**src/rtl/div96_pkg.sv**
```systemverilog
package div96_pkg;
  typedef enum logic [1:0] {
    MODE_SKEW   = 2'b00,
    MODE_BAL    = 2'b01,
    MODE_RELOAD = 2'b10
  } div_mode_e;

  localparam int DIV_RATIO = 96;

  function automatic div_mode_e decode_mode(input logic [1:0] sel);
    case (sel)
      2'b00:   return MODE_SKEW;
      2'b01:   return MODE_BAL;
      default: return MODE_RELOAD;
    endcase
  endfunction
endpackage

```
**src/rtl/div96_modn_stage.sv**
```systemverilog
// Counter that advances on step and clears when the incremented value
// contains every set bit of MOD_N (partial-state detect, synchronous).
module div96_modn_stage #(
  parameter int MOD_N = 6,
  parameter int W     = $clog2(MOD_N)
) (
  input  logic         clk,
  input  logic         rst,
  input  logic         step,
  output logic [W-1:0] cnt_q,
  output logic [W-1:0] cnt_nx,
  output logic         wrap
);
  localparam logic [W-1:0] DETECT = W'(MOD_N);

  logic [W-1:0] inc;
  logic         hit;

  always_comb begin
    inc    = cnt_q + 1'b1;
    hit    = ((inc & DETECT) == DETECT);
    cnt_nx = step ? (hit ? '0 : inc) : cnt_q;
    wrap   = step & hit;
  end

  always_ff @(posedge clk) begin
    if (rst) cnt_q <= '0;
    else     cnt_q <= cnt_nx;
  end
endmodule

```
**src/rtl/div96_chain.sv**
```systemverilog
// Binary prescaler -> modulo-N stage, optionally followed by a toggle stage.
module div96_chain #(
  parameter int PRE_W  = 4,
  parameter int MOD_N  = 6,
  parameter bit TOGGLE = 1'b0
) (
  input  logic clk,
  input  logic rst,
  output logic div_nx,
  output logic tc_nx
);
  localparam int MW = $clog2(MOD_N);

  logic [PRE_W-1:0] pre_q;
  logic             pre_full;
  logic [MW-1:0]    mod_q;
  logic [MW-1:0]    mod_nx;
  logic             mod_wrap;

  always_ff @(posedge clk) begin
    if (rst) pre_q <= '0;
    else     pre_q <= pre_q + 1'b1;
  end

  assign pre_full = &pre_q;

  div96_modn_stage #(.MOD_N(MOD_N), .W(MW)) u_modn (
    .clk    (clk),
    .rst    (rst),
    .step   (pre_full),
    .cnt_q  (mod_q),
    .cnt_nx (mod_nx),
    .wrap   (mod_wrap)
  );

  generate
    if (TOGGLE) begin : g_toggle
      logic tog_q;
      always_ff @(posedge clk) begin
        if (rst) tog_q <= 1'b0;
        else     tog_q <= tog_q ^ mod_wrap;
      end
      assign div_nx = tog_q ^ mod_wrap;
      assign tc_nx  = mod_wrap & tog_q;
    end else begin : g_msb
      assign div_nx = mod_nx[MW-1];
      assign tc_nx  = mod_wrap;
    end
  endgenerate
endmodule

```
**src/rtl/div96_reload_cnt.sv**
```systemverilog
// Counter that reloads itself on end-of-count; up or down with mirrored values.
module div96_reload_cnt #(
  parameter int CNT_W    = 7,
  parameter int LOAD_VAL = 32
) (
  input  logic clk,
  input  logic rst,
  input  logic down,
  output logic div_nx,
  output logic tc_nx
);
  localparam logic [CNT_W-1:0] UP_LOAD = CNT_W'(LOAD_VAL);
  localparam logic [CNT_W-1:0] DN_LOAD = ~UP_LOAD;

  logic [CNT_W-1:0] cnt_q;
  logic [CNT_W-1:0] cnt_nx;
  logic             eoc;

  always_comb begin
    eoc    = down ? (cnt_q == '0) : (&cnt_q);
    if (eoc)       cnt_nx = down ? DN_LOAD : UP_LOAD;
    else if (down) cnt_nx = cnt_q - 1'b1;
    else           cnt_nx = cnt_q + 1'b1;
    div_nx = down ? ~cnt_nx[CNT_W-1] : cnt_nx[CNT_W-1];
    tc_nx  = eoc;
  end

  always_ff @(posedge clk) begin
    if (rst) cnt_q <= down ? DN_LOAD : UP_LOAD;
    else     cnt_q <= cnt_nx;
  end
endmodule

```
**src/rtl/div96_top.sv**
```systemverilog
module div96_top
  import div96_pkg::*;
#(
  parameter int SKEW_PRE_W = 4,
  parameter int BAL_PRE_W  = 3,
  parameter int MOD_N      = 6,
  parameter int CNT_W      = 7,
  parameter int LOAD_VAL   = 32
) (
  input  logic       clk,
  input  logic       rst,
  input  logic [1:0] mode_sel,
  input  logic       count_down,
  output logic       div_clk,
  output logic       tc_pulse
);
  div_mode_e mode_q;
  logic      down_q;
  logic      down_eff;
  logic      skew_div, skew_tc, bal_div, bal_tc, rl_div, rl_tc;
  logic      rst_skew, rst_bal, rst_rl;

  always_ff @(posedge clk) begin
    if (rst) begin
      mode_q <= decode_mode(mode_sel);
      down_q <= count_down;
    end
  end

  assign down_eff = rst ? count_down : down_q;
  assign rst_skew = rst | (mode_q != MODE_SKEW);
  assign rst_bal  = rst | (mode_q != MODE_BAL);
  assign rst_rl   = rst | (mode_q != MODE_RELOAD);

  div96_chain #(.PRE_W(SKEW_PRE_W), .MOD_N(MOD_N), .TOGGLE(1'b0)) u_skew (
    .clk(clk), .rst(rst_skew), .div_nx(skew_div), .tc_nx(skew_tc)
  );

  div96_chain #(.PRE_W(BAL_PRE_W), .MOD_N(MOD_N), .TOGGLE(1'b1)) u_bal (
    .clk(clk), .rst(rst_bal), .div_nx(bal_div), .tc_nx(bal_tc)
  );

  div96_reload_cnt #(.CNT_W(CNT_W), .LOAD_VAL(LOAD_VAL)) u_reload (
    .clk(clk), .rst(rst_rl), .down(down_eff), .div_nx(rl_div), .tc_nx(rl_tc)
  );

  always_ff @(posedge clk) begin
    if (rst) begin
      div_clk  <= 1'b0;
      tc_pulse <= 1'b0;
    end else begin
      case (mode_q)
        MODE_SKEW: begin div_clk <= skew_div; tc_pulse <= skew_tc; end
        MODE_BAL:  begin div_clk <= bal_div;  tc_pulse <= bal_tc;  end
        default:   begin div_clk <= rl_div;   tc_pulse <= rl_tc;   end
      endcase
    end
  end
endmodule

```
**config.mk**
```make
export PLATFORM = sky130hd
export DESIGN_NAME = div96_top
export DESIGN_NICKNAME = d
export VERILOG_FILES = /design/src/rtl/div96_pkg.sv /design/src/rtl/div96_modn_stage.sv /design/src/rtl/div96_chain.sv /design/src/rtl/div96_reload_cnt.sv /design/src/rtl/div96_top.sv
export SDC_FILE = /design/constraint.sdc
export NUM_CORES = 1
export LEC_CHECK = 0
export BUFFER_PORTS_ARGS = -buffer_cell sky130_fd_sc_hd__buf_4
export CAP_MARGIN = 20
export CORE_MARGIN = 4
export CORE_UTILIZATION = 50
export CTS_BUF_LIST = sky130_fd_sc_hd__clkbuf_4
export CTS_CLUSTER_DIAMETER = 60
export DETAILED_ROUTE_END_ITERATION = 8
export PLACE_DENSITY_LB_ADDON = 0.2
export SYNTH_ARGS = -nofsm -noshare
export SYNTH_HDL_FRONTEND = slang
export SYNTH_SLANG_ARGS = --single-unit
```
**constraint.sdc**
```tcl
create_clock -name clk -period 2.11 [get_ports clk]
set_clock_uncertainty 0.15 [all_clocks]
set_input_delay 0.1055 -clock clk [delete_from_list [all_inputs] [get_ports clk]]
set_output_delay 0.1055 -clock clk [all_outputs]
set_load 0.005 [all_outputs]
```
## Word level (Yosys, flattened, before mapping)

Cells that the tools add are included.

| storage, ports and cells | value |
|---|---|
| output and inout port bits | 2 |
| register bits after elaboration | 26 |
| bits of input ports | 5 |

| operators by class | value |
|---|---|
| bitwise logic cells | 8 |
| muxes and demuxes | 13 |
| reductions and logical operators | 7 |
| equality and inequality tests | 6 |
| add/sub/neg operators | 6 |

Operators with widths:

| cell | count |
|---|---|
| $mux 7 | 4 |
| $add 3x1->3 const B | 3 |
| $mux 3 | 3 |
| $add 7x1->7 const B | 1 |
| $logic_not 7->1 | 1 |
| $reduce_and 7->1 | 1 |
| $sub 7x1->7 const B | 1 |
| $add 4x1->4 const B | 1 |
| $eq 2x1->1 const B | 2 |
| $eq 2x2->1 const B | 2 |
| $logic_not 2->1 | 2 |
| $pmux 1 s2 | 2 |
| $pmux 2 s2 | 1 |
| $reduce_and 4->1 | 1 |
| $and 1x1->1 | 3 |
| $mux 1 | 3 |
| $or 1x1->1 | 3 |
| $reduce_and 3->1 | 1 |
| $ne 2x1->1 const B | 1 |
| $ne 2x2->1 const B | 1 |
| $reduce_bool 2->1 | 1 |
| $not 1->1 | 1 |
| $xor 1x1->1 | 1 |

## Logic depth before layout (Yosys ltp)

Gate-level depths: netlist of run 1.

| logic depth | value |
|---|---|
| depth in word-level cells | 6 |
| mapped depth | 9 |
| depth with buffers taken out | 9 |

## By module

A second synthesis of run 1 with hierarchy kept.

| second synthesis, totals | value |
|---|---|
| cell total of the unflattened synthesis | 151 |
| area, all modules | 1,495.2 µm² |

Modules (own cells, without submodules):

| module | times used | cells each | area each (µm²) |
|---|---|---|---|
| div96_reload_cnt | 1 | 62 | 539.3 |
| div96_modn_stage | 2 | 22 | 225.2 |
| div96_top | 1 | 20 | 212.7 |
| div96_chain (u_skew) | 1 | 14 | 152.6 |
| div96_chain (u_bal) | 1 | 11 | 140.1 |

## Least setup slack after synthesis of run 1

No wires, ideal clock.

| timing | value |
|---|---|
| path type | reg2reg |
| start point | reg down_q |
| end point | reg u_reload.cnt_q[6] |
| arrival | 1.937 ns |
| clock period less this slack | 2.216 ns |
| data required time | 1.831 ns |
| slack | -0.106 ns |
| cell stages (with the launch flop) | 9 |
| library setup time | 0.129 ns |
| cells stage by stage | dfxtp_1 > mux2i_4 > inv_4 > ha_1 > nor2b_1 > o311a_1 > a311oi_1 > nor4_1 > xnor2_1 |

| between the ends | value |
|---|---|
| word-level cells in the longest chain between the ends | 4 |
| elaborated cells between the ends (all ways) | 6 |
| those cells by class | mux: 6 |

Ends and longest elaborated chain:

| item | RTL line | RTL |
|---|---|---|
| start: declaration | div96_top.sv:18 | `logic down_q;` |
| start signal: assignment | div96_top.sv:26 | `down_q <= count_down;` |
| $mux 1 (*) | - |  |
| named net down_eff | div96_top.sv:19 | `logic down_eff;` |
| $mux 7, or another cell as far along | div96_reload_cnt.sv:22 | `else if (down) cnt_nx = cnt_q - 1'b1;` |
| $mux 7 | div96_reload_cnt.sv:21 | `if (eoc) cnt_nx = down ? DN_LOAD : UP_LOAD;` |
| $mux 7 (*) | div96_reload_cnt.sv:29 | `if (rst) cnt_q <= down ? DN_LOAD : UP_LOAD;` |
| end signal: assignment | div96_reload_cnt.sv:29 |  |
| end signal: assignment | div96_reload_cnt.sv:30 | `else cnt_q <= cnt_nx;` |
| end: declaration | div96_reload_cnt.sv:15 | `logic [CNT_W-1:0] cnt_q;` |

Mark *: on every way through the listed nets, which the timed path passes. The rest lies on a longest branch.
A chain may end at the register's enable or synchronous reset.

## Worst setup path after layout of run 1

| timing | value |
|---|---|
| start point | reg down_q |
| end point | reg div_clk |

| between the ends | value |
|---|---|
| word-level cells in the longest chain between the ends | 6 |
| elaborated cells between the ends (all ways) | 8 |
| those cells by class | mux: 7; bitwise: 1 |

Ends and longest elaborated chain:

| item | RTL line | RTL |
|---|---|---|
| $mux 1 (*) | - |  |
| named net down_eff | div96_top.sv:19 |  |
| $mux 7, or another cell as far along | div96_reload_cnt.sv:22 |  |
| $mux 7 | div96_reload_cnt.sv:21 |  |
| $not 1->1 | div96_reload_cnt.sv:24 | `div_nx = down ? ~cnt_nx[CNT_W-1] : cnt_nx[CNT_W-1];` |
| $mux 1 (*) | div96_reload_cnt.sv:24 |  |
| $pmux 1 s2 (*) | div96_top.sv:52 | `case (mode_q)` |
| end signal: assignment | div96_top.sv:53 | `MODE_SKEW: begin div_clk <= skew_div; tc_pulse <= skew_tc; end` |
| end signal: assignment | div96_top.sv:54 | `MODE_BAL: begin div_clk <= bal_div; tc_pulse <= bal_tc; end` |
| end signal: assignment | div96_top.sv:55 | `default: begin div_clk <= rl_div; tc_pulse <= rl_tc; end` |
| end: declaration | div96_top.sv:14 | `output logic div_clk,` |

Marks and branches as above.

==> impl_metrics.yaml, run 1 <==
layout:
  final_common_cell: "dfxtp_1"
  final_nets: 176
  layout_common_cells: "dfxtp_1, buf_4, nor2_1, a21oi_1, ha_1"
  instances_no_fill: 188
  drive_gt1_frac: 0.2848
  area_growth_pct: 21.89
  fin_area_mm2: 0.001644
  antenna_cells: 0
clocking:
  cts.sinks: 26
  path_clk_slew_ns: 0.13
  clock-root-buffer: "clkbuf_4"
  clockBufferDepth: 2
  htreeDepth: 1
  numCtsBuffers: 3
  tritoncts: "yes"
  clk_latency_ns: 0.32
worst_setup_path:
  cp_top_family: "compound AO/OA/AOI/OAI gates"
  critPathMaxFanout: 8
  slowest_delay_ns: 0.36
  crit_path_end_kind: "flip-flop"
  crit_arrival_ns: 2.20
  path_cells: "mux2i_4, inv_4, ha_4, nor2b_4, o311a_1, a311oi_2, or2_4, a21oi_1"
  cp-start-kind: "flip-flop"
  critPathBufInv: 1
  crit_required_ns: 2.19
  crit_slowest_cell: "dfxtp_2"
  worst-setup-path-type: "reg2reg"
floorplan:
  dieHeight_um: 59.94
  die_area_mm2: 0.003593
  start_util: 0.5347
  fp.coreArea_mm2: 0.002522
  fp-row-count: 18
  die_width_um: 59.94
  boundaryPins: 7
routing:
  dr_total_vias: 1036
  firstDrtPassIters: 4
  ant_nets: 0
  drc: 0
  drt_iter0_markers: 36
  vias_per_cell: 5.511
  totalWireLength_mm: 2.635
  wl_per_cell_um: 14.02
yosys:
  ys.flop_type: "dfxtp_1"
  ys_warn_count: 0
  synth-seq-cells: 26
  synth_edf_count: 2
  synth-simple-area-share: 0.1967
  async_reset_ff_frac: 0
  yosys.area_share.adder: 0.1169
  syn_area_mm2: 0.001349
  synth_xor_area_frac: 0.05844
  syn_inst: 136
  synth_mux_area_frac: 0.06122
  synth_compound_area_frac: 0.1280
  seq_area_frac_synth: 0.4007
  ys_types: 41
  syn-num-nets: 153
  synth_top_family_by_area: "simple AND/OR/NAND/NOR gates"
  syn_avg_cell_area_um2: 9.918
timing:
  rsz0062_at_grt: "true"
  setup_ws_ns: -0.01574
  finalMaxSlewViolations: 0
  worstMarginPinSlew_ns: 0.4563
  setup_violations: 2
  finalCritPeriodShare: 1.007
  relSlewSlack: 0.6948
  period_needed_ns: 2.126
  report.final.hold_viol_count: 0
  clock.fmax_mhz: 470.4
grt:
  grt_start_max_net_pins: 15
  overflow: 0
  grt_pass1_wl_mm: 4.547
  antenna_found_initial: 0
  first_global_vias: 996
  grt_use_total: 0.1685
outcome:
  outcome: "complete, but fails checks"
  violations: "setup timing"
placed_design:
  dp_cells: 173
  post-dp-hpwl_mm: 1.843
  placed_area_mm2: 0.001464
  gp_congestion: 0.8135
  port_buffers: 6
min_path:
  hold_class: "in2reg"
power:
  powerDensity_mw_per_mm2: 732.7
  power.total_w: 0.001205
  power_leakage_nw: 0.6732
  ir_worst_vdd_mv: 0.5408
run:
  cap_violations: 0
==> through the flow <==
step | TNS (ns) | worst slack, ns | util | hold WS, ns
detailed placement | -0.08326 | -0.04619 | 0.5804 | 0.1460
global placement | 0 | 0.02354 | 0.5804 | 0.1457
floorplan | -0.00003419 | -0.00003419 | - | 0.06800
CTS | 0 | 0.03856 | 0.6503 | 0.09934
finish | -0.02499 | -0.01574 | 0.6518 | 0.1140
global route | -0.2103 | -0.07967 | 0.6518 | 0.1008
==> what timing repair did <==
item	4_1_cts	5_1_grt
setup buffers	8	0
cloned	0	0
hold endpoints to repair	3	0
endpoints found under the setup margin	2	3
pin swaps	8	1
hold buffers	3	0
gates resized for setup	12	1
==> registers in the layout, indices dropped and copies added, names as in the netlist <==
name and count:
down_q 1, u_bal.g_toggle.tog_q 1, tc_pulse 1, div_clk 1
u_bal.pre_q 3, u_bal.u_modn.cnt_q 3, u_skew.pre_q 4, mode_q 2
u_reload.cnt_q 7, u_skew.u_modn.cnt_q 3
==> cell type report <==
cell class              instances  area, um2
inverters                       5      21.27
clock buffers                   4      30.03
fillers                       210      878.3
multi-input cells             101      840.8
flip-flops and latches         26      541.8
well taps                      30      37.54
repair buffers                 22      172.7
==> synth_stat cells, drive strengths merged (3+ instances only) <==
cell type,n,area share
a21oi,10,0.037
dfxtp,24,0.36
ha,11,0.10
inv,5,0.016
mux2i,7,0.061
nand2,5,0.014
nand3,7,0.030
nor2,16,0.045
nor2b,3,0.014
nor3,3,0.019
o21ai,5,0.019
xnor2,4,0.026
xor2,5,0.032
==> kinds of logic (layout without fill, tap and decap cells) <==
group           count (synthesis)  after routing
buf+inv                         9             31
fa+ha+maj                      12             12
flops                          26             26
compound gates                 25             25
xor+xnor                        9              9
simple gates                   48             48
mux                             7              7
==> worst reg2reg max path, delay by kind of cell (launching register included) <==
family / cells / cell delay, ns
adder cells (fa/ha/maj): 1 / 0.23
multiplexers: 1 / 0.18
AO/OA/AOI/OAI: 3 / 0.68
buffers and inverters: 1 / 0.12
flip-flops: 1 / 0.36
AND/OR/NAND/NOR: 2 / 0.31
==> worst paths after layout <==
kind | slack (ns) | cells past startpoint | endpoint | startpoint
setup / recovery | -0.02 | 8 | div_clk | down_q
setup reg to reg | -0.02 | 8 | div_clk | down_q
hold reg to reg | 0.29 | 1 | u_bal.pre_q[0] | u_bal.pre_q[0]
hold / removal | 0.11 | 4 | down_q | count_down
==> per-layer routing <==
metal / GRT usage / vias up / share of wire
met4: 0.05063 / 0 / 0.012
met2: 0.3009 / 14 / 0.52
met3: 0.01944 / 4 / 0.020
li1: - / 525 / -
met1: 0.2098 / 493 / 0.44
met5: 0 / - / 0
==> where the power goes <==
part           switching (W)  internal [W]  total (W)
sequential         0.0000411      0.000534   0.000575
combinational       0.000179      0.000220   0.000399
clock               0.000144     0.0000869   0.000230
total               0.000363      0.000841    0.00120
Power figures use the tool's default switching activity.
==> run 2, diff against run 1 <==
Settings changed: RECOVER_POWER set to 50, SETUP_SLACK_MARGIN set to 0.2.
==> impl_metrics.yaml, run 2 (synthesis gave the netlist of run 1 again) <==
power:
  ir_worst_vdd_mv: 0.4803
  power_leakage_nw: 0.6868
  power.total_w: 0.001220
  powerDensity_mw_per_mm2: 713.6
clocking:
  clk_latency_ns: 0.32
  path_clk_slew_ns: 0.14
  clock-root-buffer: "clkbuf_4"
  clockBufferDepth: 2
  cts.sinks: 26
  numCtsBuffers: 3
  htreeDepth: 1
  tritoncts: "yes"
grt:
  grt_pass1_wl_mm: 4.629
  overflow: 0
  antenna_found_initial: 0
  grt_use_total: 0.1676
  grt_start_max_net_pins: 15
  first_global_vias: 1104
outcome:
  outcome: "complete, no violations"
routing:
  dr_total_vias: 1040
  ant_nets: 0
  totalWireLength_mm: 2.616
  vias_per_cell: 5.474
  drt_iter0_markers: 23
  firstDrtPassIters: 4
  wl_per_cell_um: 13.77
  drc: 0
min_path:
  hold_class: "in2reg"
layout:
  final_common_cell: "dfxtp_1"
  reg_top3: "u_reload.cnt_q (7), u_skew.pre_q (4)"
  drive_gt1_frac: 0.2938
  layout_common_cells: "dfxtp_1, nor2_1, buf_4, a21oi_1, clkbuf_4"
  area_growth_pct: 26.72
  fin_area_mm2: 0.001709
  utilization: 0.6776
  largest_reg_flops: 7
  antenna_cells: 0
  regMostFlops: "u_reload.cnt_q"
  final_nets: 178
floorplan:
  boundaryPins: 7
  start_util: 0.5347
  die_width_um: 59.94
  fp.coreArea_mm2: 0.002522
  die_area_mm2: 0.003593
  dieHeight_um: 59.94
  fp-row-count: 18
placed_design:
  placed_area_mm2: 0.001485
  port_buffers: 6
  gp_congestion: 0.8117
  post-dp-hpwl_mm: 1.770
worst_setup_path:
  crit_path_end_kind: "flip-flop"
  path_cells: "mux2i_4, inv_4, buf_6, ha_4, o21a_1, o31ai_2, a311oi_2, or2_4, a21oi_2"
  crit_slowest_cell: "dfxtp_2"
  critPathMaxFanout: 5
  worst-setup-path-type: "reg2reg"
  slowest_delay_ns: 0.35
  cp-start-kind: "flip-flop"
  crit_arrival_ns: 2.18
  crit_required_ns: 2.18
timing:
  setup_violations: 0
  relSlewSlack: 0.6821
  report.final.hold_viol_count: 0
  worstMarginPinSlew_ns: 0.4725
  tns_ns: 0
  period_needed_ns: 2.105
  rsz0062_at_grt: "true"
  clock.fmax_mhz: 475.1
  finalMaxSlewViolations: 0
  finalCritPeriodShare: 0.9976
run:
  cap_violations: 0
-- run 2: worst paths after layout --
path                  startpoint             end  slack [ns]  cells after the start
setup / recovery          down_q         div_clk       0.005                      9
hold / removal               rst       mode_q[1]        0.03                      2
setup reg to reg          down_q         div_clk       0.005                      9
hold reg to reg   u_bal.pre_q[0]  u_bal.pre_q[0]        0.28                      1
-- run 2: metal layers --
| layer | part of all wire | wire, um | global-route usage | vias to the layer above |
|---|---|---|---|---|
| met5 | 0 | 0 | 0 | - |
| met4 | 0.0092 | 24 | 0.03797 | 0 |
| met3 | 0.020 | 53 | 0.02592 | 2 |
| met2 | 0.54 | 1401 | 0.3071 | 8 |
| met1 | 0.43 | 1137 | 0.2029 | 497 |
| li1 | - | - | - | 533 |
-- run 2: critical path: cells and delay by family (launching register included) --
kind | cells | cell delay, ns
compound gates | 4 | 0.60
flops | 1 | 0.35
fa+ha+maj | 1 | 0.26
buf+inv | 2 | 0.23
mux | 1 | 0.22
simple gates | 1 | 0.18
-- run 2: final cells by class --
cell class | instances | area [um2]
repair buffers | 24 | 207.7
inverters | 5 | 21.27
multi-input cells | 101 | 870.8
well taps | 30 | 37.54
clock buffers | 4 | 30.03
fillers | 205 | 813.3
flip-flops and latches | 26 | 541.8
-- run 2: power breakdown --
part           switching [W]  total (W)  internal, W
clock network       0.000143   0.000230    0.0000868
logic               0.000182   0.000411     0.000229
registers          0.0000443   0.000578     0.000534
total               0.000369    0.00122     0.000850
-- run 2: repair_timing --
item,in CTS,in global routing
hold buffers,3,0
hold endpoints to repair,3,0
gates resized for setup,11,2
buffers inserted,7,3
endpoints found under the setup margin,3,8
pin swaps,8,6
-- run 2: metrics by stage --
stage	hold WS, ns	cells	setup WS (ns)
CTS	0.02594	187	0.04194
detailed placement	0.1548	173	-0.01534
global placement	0.1527	173	0.04506
global route	0.01582	190	-0.1226
floorplan	0.06800	136	0.01203
finish	0.03420	190	0.005033
